$ cat config.mk
export PLATFORM = sky130hd
export DESIGN_NAME = fifo_phase_monitor
export DESIGN_NICKNAME = d
export VERILOG_FILES = /design/src/rtl/fpm_pkg.sv /design/src/rtl/fpm_filter.sv /design/src/rtl/fpm_meas_timer.sv /design/src/rtl/fpm_offset_ctrl.sv /design/src/rtl/fifo_phase_monitor.sv
export SDC_FILE = /design/constraint.sdc
export NUM_CORES = 1
export LEC_CHECK = 0
export CAP_MARGIN = 10
export CORE_MARGIN = 2
export CORE_UTILIZATION = 45
export DETAILED_ROUTE_END_ITERATION = 10
export GPL_TIMING_DRIVEN = 0
export PLACE_DENSITY = 0.65
export SLEW_MARGIN = 20
export SYNTH_ARGS = -nofsm -noshare
export SYNTH_HDL_FRONTEND = slang
export SYNTH_HIERARCHICAL = 1
export SYNTH_SLANG_ARGS = --single-unit
$ cat constraint.sdc
create_clock -name clk_i -period 6.5 [get_ports clk_i]
set_input_delay 0.975 -clock clk_i [delete_from_list [all_inputs] [get_ports clk_i]]
set_output_delay 0.975 -clock clk_i [all_outputs]
set_load 0.03 [all_outputs]
$ cat src/rtl/fpm_pkg.sv
package fpm_pkg;
  localparam int unsigned POS_W   = 3;
  localparam int unsigned POS_MAX = (1 << POS_W) - 1;
  localparam int unsigned CTR_LO  = POS_MAX / 2;
  localparam int unsigned CTR_HI  = CTR_LO + 1;

  typedef struct packed {
    logic             err;
    logic [POS_W-1:0] pos;
  } fpm_status_t;
endpackage

$ cat src/rtl/fpm_filter.sv
module fpm_filter #(
  parameter int unsigned POS_W   = 3,
  parameter int unsigned FRAC_W  = 12,
  parameter int unsigned LEN_W   = 4,
  parameter int unsigned LEN_MAX = 12
) (
  input  logic             clk_i,
  input  logic             rst_ni,
  input  logic             en_i,
  input  logic [POS_W-1:0] sample_i,
  input  logic [LEN_W-1:0] len_i,
  output logic [POS_W-1:0] pos_nxt_o
);
  localparam int unsigned AW = POS_W + FRAC_W;
  localparam int unsigned DW = AW + 1;

  logic        [AW-1:0]    acc_q, acc_d;
  logic signed [POS_W:0]   delta;
  logic signed [DW-1:0]    scaled, step, sum;
  logic        [LEN_W-1:0] shamt;

  always_comb begin
    delta  = $signed({1'b0, sample_i}) - $signed({1'b0, acc_q[AW-1:FRAC_W]});
    scaled = {delta, {FRAC_W{1'b0}}};
    shamt  = (len_i > LEN_W'(LEN_MAX)) ? LEN_W'(LEN_MAX) : len_i;
    step   = scaled >>> shamt;
    sum    = $signed({1'b0, acc_q}) + step;
    acc_d  = sum[AW-1:0];
  end

  assign pos_nxt_o = acc_d[AW-1:FRAC_W];

  always_ff @(posedge clk_i or negedge rst_ni) begin
    if (!rst_ni)   acc_q <= '0;
    else if (en_i) acc_q <= acc_d;
  end
endmodule

$ cat src/rtl/fpm_meas_timer.sv
module fpm_meas_timer #(
  parameter int unsigned MEAS_LEN = 16
) (
  input  logic clk_i,
  input  logic rst_ni,
  input  logic run_i,
  output logic active_o,
  output logic done_o
);
  localparam int unsigned CW = (MEAS_LEN > 1) ? $clog2(MEAS_LEN) : 1;
  localparam logic [CW-1:0] LAST = CW'(MEAS_LEN - 1);

  logic          busy_q;
  logic [CW-1:0] cnt_q;

  assign active_o = busy_q;
  assign done_o   = busy_q && (cnt_q == LAST);

  always_ff @(posedge clk_i or negedge rst_ni) begin
    if (!rst_ni) begin
      busy_q <= 1'b1;  // first window runs unconditionally
      cnt_q  <= '0;
    end else if (busy_q) begin
      cnt_q <= done_o ? '0 : cnt_q + 1'b1;
      if (done_o) busy_q <= run_i;
    end else if (run_i) begin
      busy_q <= 1'b1;
      cnt_q  <= '0;
    end
  end
endmodule

$ cat src/rtl/fpm_offset_ctrl.sv
module fpm_offset_ctrl #(
  parameter int unsigned POS_W  = 3,
  parameter int unsigned OFS_W  = 2,
  parameter int unsigned CTR_LO = 3,
  parameter int unsigned CTR_HI = 4
) (
  input  logic             clk_i,
  input  logic             rst_ni,
  input  logic             wr_i,
  input  logic [OFS_W-1:0] wdata_i,
  input  logic             upd_i,
  input  logic [POS_W-1:0] pos_i,
  input  logic             snap_i,
  input  logic             show_snap_i,
  output logic [OFS_W-1:0] ofs_o,
  output logic [OFS_W-1:0] ofs_rd_o
);
  localparam int OMAX = (1 << OFS_W) - 1;

  logic [OFS_W-1:0] ofs_q, snap_q, tgt;
  int p, o, t;

  always_comb begin
    p = int'(pos_i);
    o = int'(ofs_q);
    if (p < int'(CTR_LO))      t = o + (int'(CTR_LO) - p);
    else if (p > int'(CTR_HI)) t = o - (p - int'(CTR_HI));
    else                       t = o;
    if (t < 0)    t = 0;
    if (t > OMAX) t = OMAX;
    tgt = OFS_W'(t);
  end

  always_ff @(posedge clk_i or negedge rst_ni) begin
    if (!rst_ni) begin
      ofs_q  <= '0;
      snap_q <= '0;
    end else begin
      if (wr_i)       ofs_q <= wdata_i;
      else if (upd_i) ofs_q <= tgt;
      if (snap_i)     snap_q <= ofs_q;
    end
  end

  assign ofs_o    = ofs_q;
  assign ofs_rd_o = show_snap_i ? snap_q : ofs_q;
endmodule

$ cat src/rtl/fifo_phase_monitor.sv
module fifo_phase_monitor
  import fpm_pkg::*;
#(
  parameter int unsigned FRAC_W   = 12,
  parameter int unsigned LEN_W    = 4,
  parameter int unsigned LEN_MAX  = 12,
  parameter int unsigned MEAS_LEN = 16,
  parameter int unsigned OFS_W    = 2
) (
  input  logic             clk_i,
  input  logic             rst_ni,
  input  logic [POS_W-1:0] sample_i,
  input  logic             surv_en_i,
  input  logic             auto_en_i,
  input  logic             irq_en_i,
  input  logic [LEN_W-1:0] flt_len_i,
  input  logic             thr_sel_i,
  input  logic             ofs_wr_i,
  input  logic [OFS_W-1:0] ofs_wdata_i,
  input  logic             irq_clr_i,
  output logic [POS_W-1:0] pos_o,
  output logic             err_o,
  output logic             valid_o,
  output logic             chg_o,
  output logic [OFS_W-1:0] ofs_rd_o,
  output logic [OFS_W-1:0] read_ofs_o,
  output logic             irq_o
);
  logic             meas_active, meas_done;
  logic [POS_W-1:0] pos_nxt;
  logic             hit, auto_act, irq_set;
  fpm_status_t      stat_q, stat_d;
  logic             valid_q, chg_q, irq_q;

  fpm_meas_timer #(.MEAS_LEN(MEAS_LEN)) u_timer (
    .clk_i, .rst_ni, .run_i(surv_en_i), .active_o(meas_active), .done_o(meas_done)
  );

  fpm_filter #(.POS_W(POS_W), .FRAC_W(FRAC_W), .LEN_W(LEN_W), .LEN_MAX(LEN_MAX)) u_filter (
    .clk_i, .rst_ni, .en_i(meas_active), .sample_i, .len_i(flt_len_i), .pos_nxt_o(pos_nxt)
  );

  // edge window: outer pair always, inner pair when wide
  always_comb begin
    hit = (pos_nxt == '0) || (pos_nxt == POS_W'(POS_MAX));
    if (thr_sel_i)
      hit = hit || (pos_nxt == POS_W'(1)) || (pos_nxt == POS_W'(POS_MAX - 1));
    stat_d.err = hit;
    stat_d.pos = pos_nxt;
  end

  assign auto_act = auto_en_i && surv_en_i && !irq_en_i;
  assign irq_set  = meas_done && surv_en_i && irq_en_i && hit;

  always_ff @(posedge clk_i or negedge rst_ni) begin
    if (!rst_ni) begin
      stat_q  <= '0;
      valid_q <= 1'b0;
      chg_q   <= 1'b0;
      irq_q   <= 1'b0;
    end else begin
      if (meas_done) begin
        stat_q  <= stat_d;
        valid_q <= 1'b1;
        chg_q   <= surv_en_i && valid_q && (stat_d != stat_q);
      end
      if (irq_set)        irq_q <= 1'b1;
      else if (irq_clr_i) irq_q <= 1'b0;
    end
  end

  fpm_offset_ctrl #(.POS_W(POS_W), .OFS_W(OFS_W), .CTR_LO(CTR_LO), .CTR_HI(CTR_HI)) u_ofs (
    .clk_i, .rst_ni,
    .wr_i(ofs_wr_i), .wdata_i(ofs_wdata_i),
    .upd_i(meas_done && auto_act), .pos_i(pos_nxt),
    .snap_i(irq_set), .show_snap_i(surv_en_i && !auto_act),
    .ofs_o(read_ofs_o), .ofs_rd_o(ofs_rd_o)
  );

  assign pos_o   = stat_q.pos;
  assign err_o   = stat_q.err;
  assign valid_o = valid_q;
  assign chg_o   = chg_q;
  assign irq_o   = irq_q;
endmodule

==> metrics.md, run 1 <==
| Metric | Value |
|---|---|
| Nets@finish | 407 |
| DR iter-0 viols | 115 |
| Startpoint Class | primary input |
| Initial Utilization | 46.1% |
| Overflow after GRT | 0 |
| I/O pin cnt | 28 |
| Synth Cell Area | between 0.002 and 0.003 mm^2 |
| Final hold violations | 0 |
| Routability congestion estimate | 0.889 |
| Antenna fix cells | 0 |
| H-tree Lvls | 2 |
| Netlist cell types | 64 |
| Worst-margin pin slew | ~0.52 ns |
| Main synth FF type | dfrtp_1 |
| Seq/Total Area, Yosys | 26.9% |
| Critical path data arrival time | 6.30 ns |
| CTS clk-pin slew, worst paths | 0.07 ns |
| Crit path capture type | register |
| Filler instances | about 600 |
| RSZ-0062 raised after global routing | false |
| MaxCap Viol Count | 0 |
| Most common cell in the netlist | dfrtp_1 |
| FF-to-FF setup slack | 1.03 ns |
| Mean Syn Cell Area | slightly below 9 um^2 |
| Drt total wl | 6270 um |
| Hold Path Class | in -> async |
| Synthesized flop and latch total | 31 |
| Sequential Area | 777 um^2 |
| Die span in x | 84.2 um |
| Net Count, Synth | 375 |
| PortBufs | 24 |
| Fin cells | between 400 and 500 |
| Fmax | 163 MHz |
| Vias in the first global route | ~2400 |
| Synth top cells by count | dfrtp_1 (30), nor2_1 (28), nand2_1 (25), ha_1 (24), a21oi_1 (23) |
| Asr flop ratio synth | 100% |
| Largest net degree at the start of global routing | 31 |
| DR WL/cell | 14.3 um |
| Slew headroom | ~65% |
| Detailed Routing Iterations Pass 1 | 4 |
| Post-CTS Resized | 0 |
| Part of the cycle the worst path needs | between 90 and 100% |
| Die area | 0.00709 mm^2 |
| Number of buffers created by CTS | 5 |
| Clk sinks | 31 |
| Worst Skew | between 0.006 and 0.007 ns |
| Yosys top cell area share | 26.0% |
| Post-DR vias/cell | 5.64 |
| Area of the multi-input gates | 0.00196 mm^2 |
| R2r endpoint | u_ofs/ofs_o[0]$_DFFE_PN0P_ |
| Chip Height | 84.2 um |
| Hpwl dp | ~4800 um |
| Final routed DRC violation total | 0 |
| Ys Warns | 6 |
| Final Slew Violations | 0 |
| CTS Hold Bufs | 0 |
| Largest area contributor in the netlist | dfrtp_1 |
| First-pass GRT wire length | 10900 um |
| R2R cell count | 24 |
| Tmin final | 6.15 ns |
| Area delta synth->final | 16.9% |
| Gate Count Post-Synth | between 300 and 400 |
| Largest cells by area after synthesis | dfrtp_1 (26%), ha_1 (10%), mux2_2 (5.1%) |
| Max FO, Critical Path | 9 |
| Run status | finished, final reports clean |
| Global Route Usage Sum | between 10% and 20% |
| Final setup TNS | 0 ns |
| Post-CTS setup buffer count | 0 |
| Row count | 29 |
| Clk root buf | clkbuf_8 |
| Clk_lat worst skew | 0.29 ns |
| Placed cell count | approximately 430 |
| Antenna-violating nets left | 0 |
| Core area | 0.00628 mm^2 |
| Via Count | roughly 2500 |
| CTS tree | done |
| Critical Path RT | 6.65 ns |
| Layout cell share with drive strength beyond 1 | about 15% |
| Number of synthesized flops with an enable pin | 0 |
| Initial antenna violation count | 0 |
| Setup violations, final | 0 |
| CTS max path bufs | 2 |
| RR Startpoint | u_filter/acc_q[14]$_DFFE_PN0P_ |
| Crit Path Class | in -> reg |
-- registers in the layout, indices dropped and copies added, names as in the netlist --
name and flops:
chg_o 1, err_o 1, irq_o 1, pos_o 3, u_filter/acc_q 15, u_ofs/ofs_o 2, u_ofs/snap_q 2, u_timer/active_o 1
u_timer/cnt_q 4, valid_o 1
-- cells in the final DEF (no fill, tap or decap), types with 7 or more instances in the layout --
master / synthesis / final
a21oi_1: 23 / 23
a31oi_1: 9 / 9
clkdlybuf4s50_1: 0 / 23
dfrtp_1: 30 / 30
ha_1: 24 / 24
inv_1: 22 / 22
mux2_2: 13 / 13
nand2_1: 25 / 25
nand3_1: 7 / 7
nor2_1: 28 / 28
o21ai_0: 20 / 20
xnor2_1: 12 / 11
-- metrics by stage --
step,setup slack (ns),cell area [um^2],utilization (%),hold slack [ns]
3_5_place_dp,0.194,3240,51.7,0.482
2_1_floorplan,1.19,2890,-,0.458
4_1_cts,0.488,3360,53.6,0.466
3_3_place_gp,0.214,3230,51.4,0.471
5_1_grt,0.00943,3380,53.9,0.460
6_report,0.349,3380,53.9,0.471
-- per-layer routing --
| layer | vias up | wire length, um | global-route usage (%) |
|---|---|---|---|
| li1 | 1254 | - | - |
| met1 | 1187 | 3000 | 25.3 |
| met2 | 26 | 3000 | 30.7 |
| met3 | 13 | 160 | 3.83 |
| met4 | 0 | 109 | 6.01 |
| met5 | - | 0 | 0 |
-- worst max-delay path, stage by stage --
cell and delay (ns):
clkdlybuf4s50_1 0.40, inv_1 0.05, ha_1 0.15, inv_1 0.05
fa_1 0.46, xor2_2 0.24, nor2_1 0.11, a21oi_1 0.06
mux2i_2 0.24, o21ai_0 0.10, and2_1 0.18, ha_1 0.37
a21o_1 0.22, a21oi_2 0.22, a21oi_1 0.13, o311a_1 0.32
o21a_1 0.19, nor2_1 0.15, buf_4 0.17, buf_6 0.13
inv_1 0.05, ha_1 0.20, fa_1 0.36, inv_1 0.08
ha_1 0.12, nor2b_1 0.04, o31ai_1 0.38, a31oi_1 0.14
-- worst max-delay path by stage --
stage | startpoint | endpoint | slack, ns | cells after the start
detailed placement | sample_i[0] | u_ofs/ofs_o[1]$_DFFE_PN0P_ | 0.19 | 28
finish | sample_i[0] | u_ofs/ofs_o[0]$_DFFE_PN0P_ | 0.35 | 28
global placement | sample_i[0] | u_ofs/ofs_o[0]$_DFFE_PN0P_ | 0.21 | 28
global route | sample_i[0] | u_ofs/ofs_o[0]$_DFFE_PN0P_ | 0.009 | 28
CTS | sample_i[0] | u_ofs/ofs_o[0]$_DFFE_PN0P_ | 0.49 | 28
floorplan | sample_i[0] | u_ofs/ofs_o[0]$_DFFE_PN0P_ | 1.19 | 27
-- area by class of cell --
cell class	count	share of cell area (%)
repair buffers	25	7.55
multi-input cells	261	58.0
inverters	22	2.44
well taps	77	2.85
clock buffers	6	2.44
clock inverters	2	1.04
plain buffers	16	2.74
flip-flops and latches	31	23.0
-- kinds of logic after synthesis --
family | count (synthesis) | share of synthesized area, %
mux | 19 | 7.14
compound gates | 98 | 23.8
fa+ha+maj | 28 | 13.1
xor+xnor | 14 | 4.24
buf+inv | 38 | 6.06
simple gates | 102 | 18.7
flops | 31 | 26.9
Power of run 1 is not shown: default switching activity piles up to over one toggle a cycle in this logic, so the estimate is an artifact.
==> run 2: changes to the inputs <==
--- a/config.mk
+++ b/config.mk
@@ -11,7 +11,7 @@
 export DETAILED_ROUTE_END_ITERATION = 10
 export GPL_TIMING_DRIVEN = 0
 export PLACE_DENSITY = 0.65
-export SLEW_MARGIN = 20
+export SLEW_MARGIN = 25
 export SYNTH_ARGS = -nofsm -noshare
 export SYNTH_HDL_FRONTEND = slang
 export SYNTH_HIERARCHICAL = 1
==> metrics.md, run 2 (synthesis gave the netlist of run 1 again) <==
| Metric | Value |
|---|---|
| DR WL/cell | 14.1 um (was 14.3 um) |
| Tmin final | 6.10 ns (was 6.15 ns) |
| Max incr delay on CP | 0.40 ns (was 0.46 ns) |
| Drt total wl | 6190 um (was 6270 um) |
| MaxCap Viol Count | 0 (unchanged) |
| Part of the cycle the worst path needs | 93.8% (was 94.6%) |
| Critical Path RT | 6.65 ns (about the same) |
| Placement-stage cell area | 0.00325 mm^2 (was 0.00324 mm^2) |
| Antenna fix cells | 0 (unchanged) |
| Cell area after layout | 0.00336 mm^2 (was 0.00338 mm^2) |
| Worst-margin pin slew | 0.532 ns (was 0.524 ns) |
| Max FO, Critical Path | 9 (unchanged) |
| Largest net degree at the start of global routing | 21 (was 31) |
| Slew headroom | 64.5% (was 65.1%) |
| Final Slew Violations | 0 (unchanged) |
| Chip Height | 84.2 um (unchanged) |
| Detailed Routing Iterations Pass 1 | 4 (unchanged) |
| H-tree Lvls | 2 (unchanged) |
| Crit Path Class | in -> reg (unchanged) |
| Nets@finish | 407 (unchanged) |
| Clk root buf | clkbuf_8 (unchanged) |
| Crit path capture type | register (unchanged) |
| FF-to-FF setup slack | 1.12 ns (was 1.03 ns) |
| Critical path data arrival time | 6.25 ns (was 6.30 ns) |
| Clk sinks | 31 (unchanged) |
| Most frequent cells in the layout | dfrtp_1 (30), nor2_1 (28), nand2_1 (25) (unchanged) |
| Vias in the first global route | 2364 (was 2376) |
| CTS Hold Bufs | 0 (unchanged) |
| Clk_lat worst skew | 0.28 ns (was 0.29 ns) |
| Fmax | 164 MHz (was 163 MHz) |
| Critical path's top delay family | compound AO/OA/AOI/OAI gates (unchanged) |
| Reg with most FFs | u_filter/acc_q (unchanged) |
| RSZ-0062 raised after global routing | false (unchanged) |
| Worst Skew | 0.00982 ns (was 0.00634 ns) |
| PortBufs | 24 (unchanged) |
| Via Count | 2460 (was 2480) |
| Core area | 0.00628 mm^2 (unchanged) |
| Hpwl dp | 4840 um (was 4770 um) |
| Post-CTS setup buffer count | 0 (unchanged) |
| Final routed DRC violation total | 0 (unchanged) |
| Run status | finished, final reports clean (unchanged) |
| First-pass GRT wire length | 10800 um (was 10900 um) |
| I/O pin cnt | 28 (unchanged) |
| Filler instances | 589 (was 597) |
| Post-DR vias/cell | 5.59 (was 5.64) |
| Final setup TNS | 0 ns (unchanged) |
| Sequential Area | 777 um^2 (unchanged) |
| Antenna-violating nets left | 0 (unchanged) |
| Final hold violations | 0 (unchanged) |
| Area of the multi-input gates | 0.00194 mm^2 (was 0.00196 mm^2) |
| Hold Path Class | reg -> reg (was in -> async) |
| CTS tree | done (unchanged) |
| DR iter-0 viols | 110 (was 115) |
| Startpoint Class | primary input (unchanged) |
| Row count | 29 (unchanged) |
| Commonest non-fill, non-tap cell in the layout | dfrtp_1 (unchanged) |
| Routability congestion estimate | 0.889 (unchanged) |
| Initial antenna violation count | 0 (unchanged) |
| Number of buffers created by CTS | 5 (unchanged) |
| Overflow after GRT | 0 (unchanged) |
| Layout cell share with drive strength beyond 1 | 13.8% (was 14.6%) |
| CTS clk-pin slew, worst paths | 0.07 ns (about the same) |
| Die span in x | 84.2 um (unchanged) |
| Post-CTS Resized | 0 (unchanged) |
| Max reg flops | 15 (unchanged) |
| Area delta synth->final | 16.0% (was 16.9%) |
| Global Route Usage Sum | 18.4% (was 18.9%) |
| Critical path's slowest cell | clkdlybuf4s50_1 (was fa_1) |
| Fin util | 53.5% (was 53.9%) |
| Initial Utilization | 46.1% (unchanged) |
| CP Buf/Inv Count | 7 (unchanged) |
| CTS max path bufs | 2 (unchanged) |
| Setup violations, final | 0 (unchanged) |
| Die area | 0.00709 mm^2 (unchanged) |
## run 2: cell type report
class / instances / area share (%)
timing repair buffer: 25 / 7.83
tap: 77 / 2.87
buffer: 16 / 2.76
clock inverter: 1 / 0.224
clock buffer: 7 / 2.87
sequential: 31 / 23.2
multi-input combinational: 261 / 57.8
inverter: 22 / 2.46
## run 2: per-layer routing
layer,part of all wire [%],up-vias,track usage (%)
li1,-,1260,-
met1,49,1148,25.2
met2,46,41,29.7
met3,3.3,11,3.64
met4,1.6,0,5.72
met5,0,-,0
## run 2: per-stage QoR
stage / std cells / hold WS [ns] / setup slack [ns]
global route: 440 / 0.521 / 0.0397
global placement: 431 / 0.471 / 0.214
detailed placement: 432 / 0.482 / 0.203
floorplan: 330 / 0.458 / 1.19
finish: 440 / 0.495 / 0.401
CTS: 440 / 0.500 / 0.483
## run 2: worst paths after layout
check                                                from                        endpoint  cells after the start
setup / recovery                              sample_i[0]      u_ofs/ofs_o[0]$_DFFE_PN0P_                     28
hold / removal                          irq_o$_DFFE_PN0P_               irq_o$_DFFE_PN0P_                      1
setup reg to reg           u_filter/acc_q[12]$_DFFE_PN0P_      u_ofs/ofs_o[0]$_DFFE_PN0P_                     26
hold reg to reg                         irq_o$_DFFE_PN0P_               irq_o$_DFFE_PN0P_                      1
max in group asynchronous                          rst_ni      u_timer/active_o$_DFF_PN1_                      2
min in group asynchronous                          rst_ni  u_filter/acc_q[14]$_DFFE_PN0P_                      1
Power of run 2 is left out for the same reason.
==> run 3: changes to the inputs <==
--- a/config.mk
+++ b/config.mk
@@ -5,7 +5,6 @@
 export SDC_FILE = /design/constraint.sdc
 export NUM_CORES = 1
 export LEC_CHECK = 0
-export CAP_MARGIN = 10
 export CORE_MARGIN = 2
 export CORE_UTILIZATION = 45
 export DETAILED_ROUTE_END_ITERATION = 10
==> results of run 3 <==
Same layout as run 2: the final DEF is identical, and so are final timing and power.
Power of run 3 is left out for the same reason.
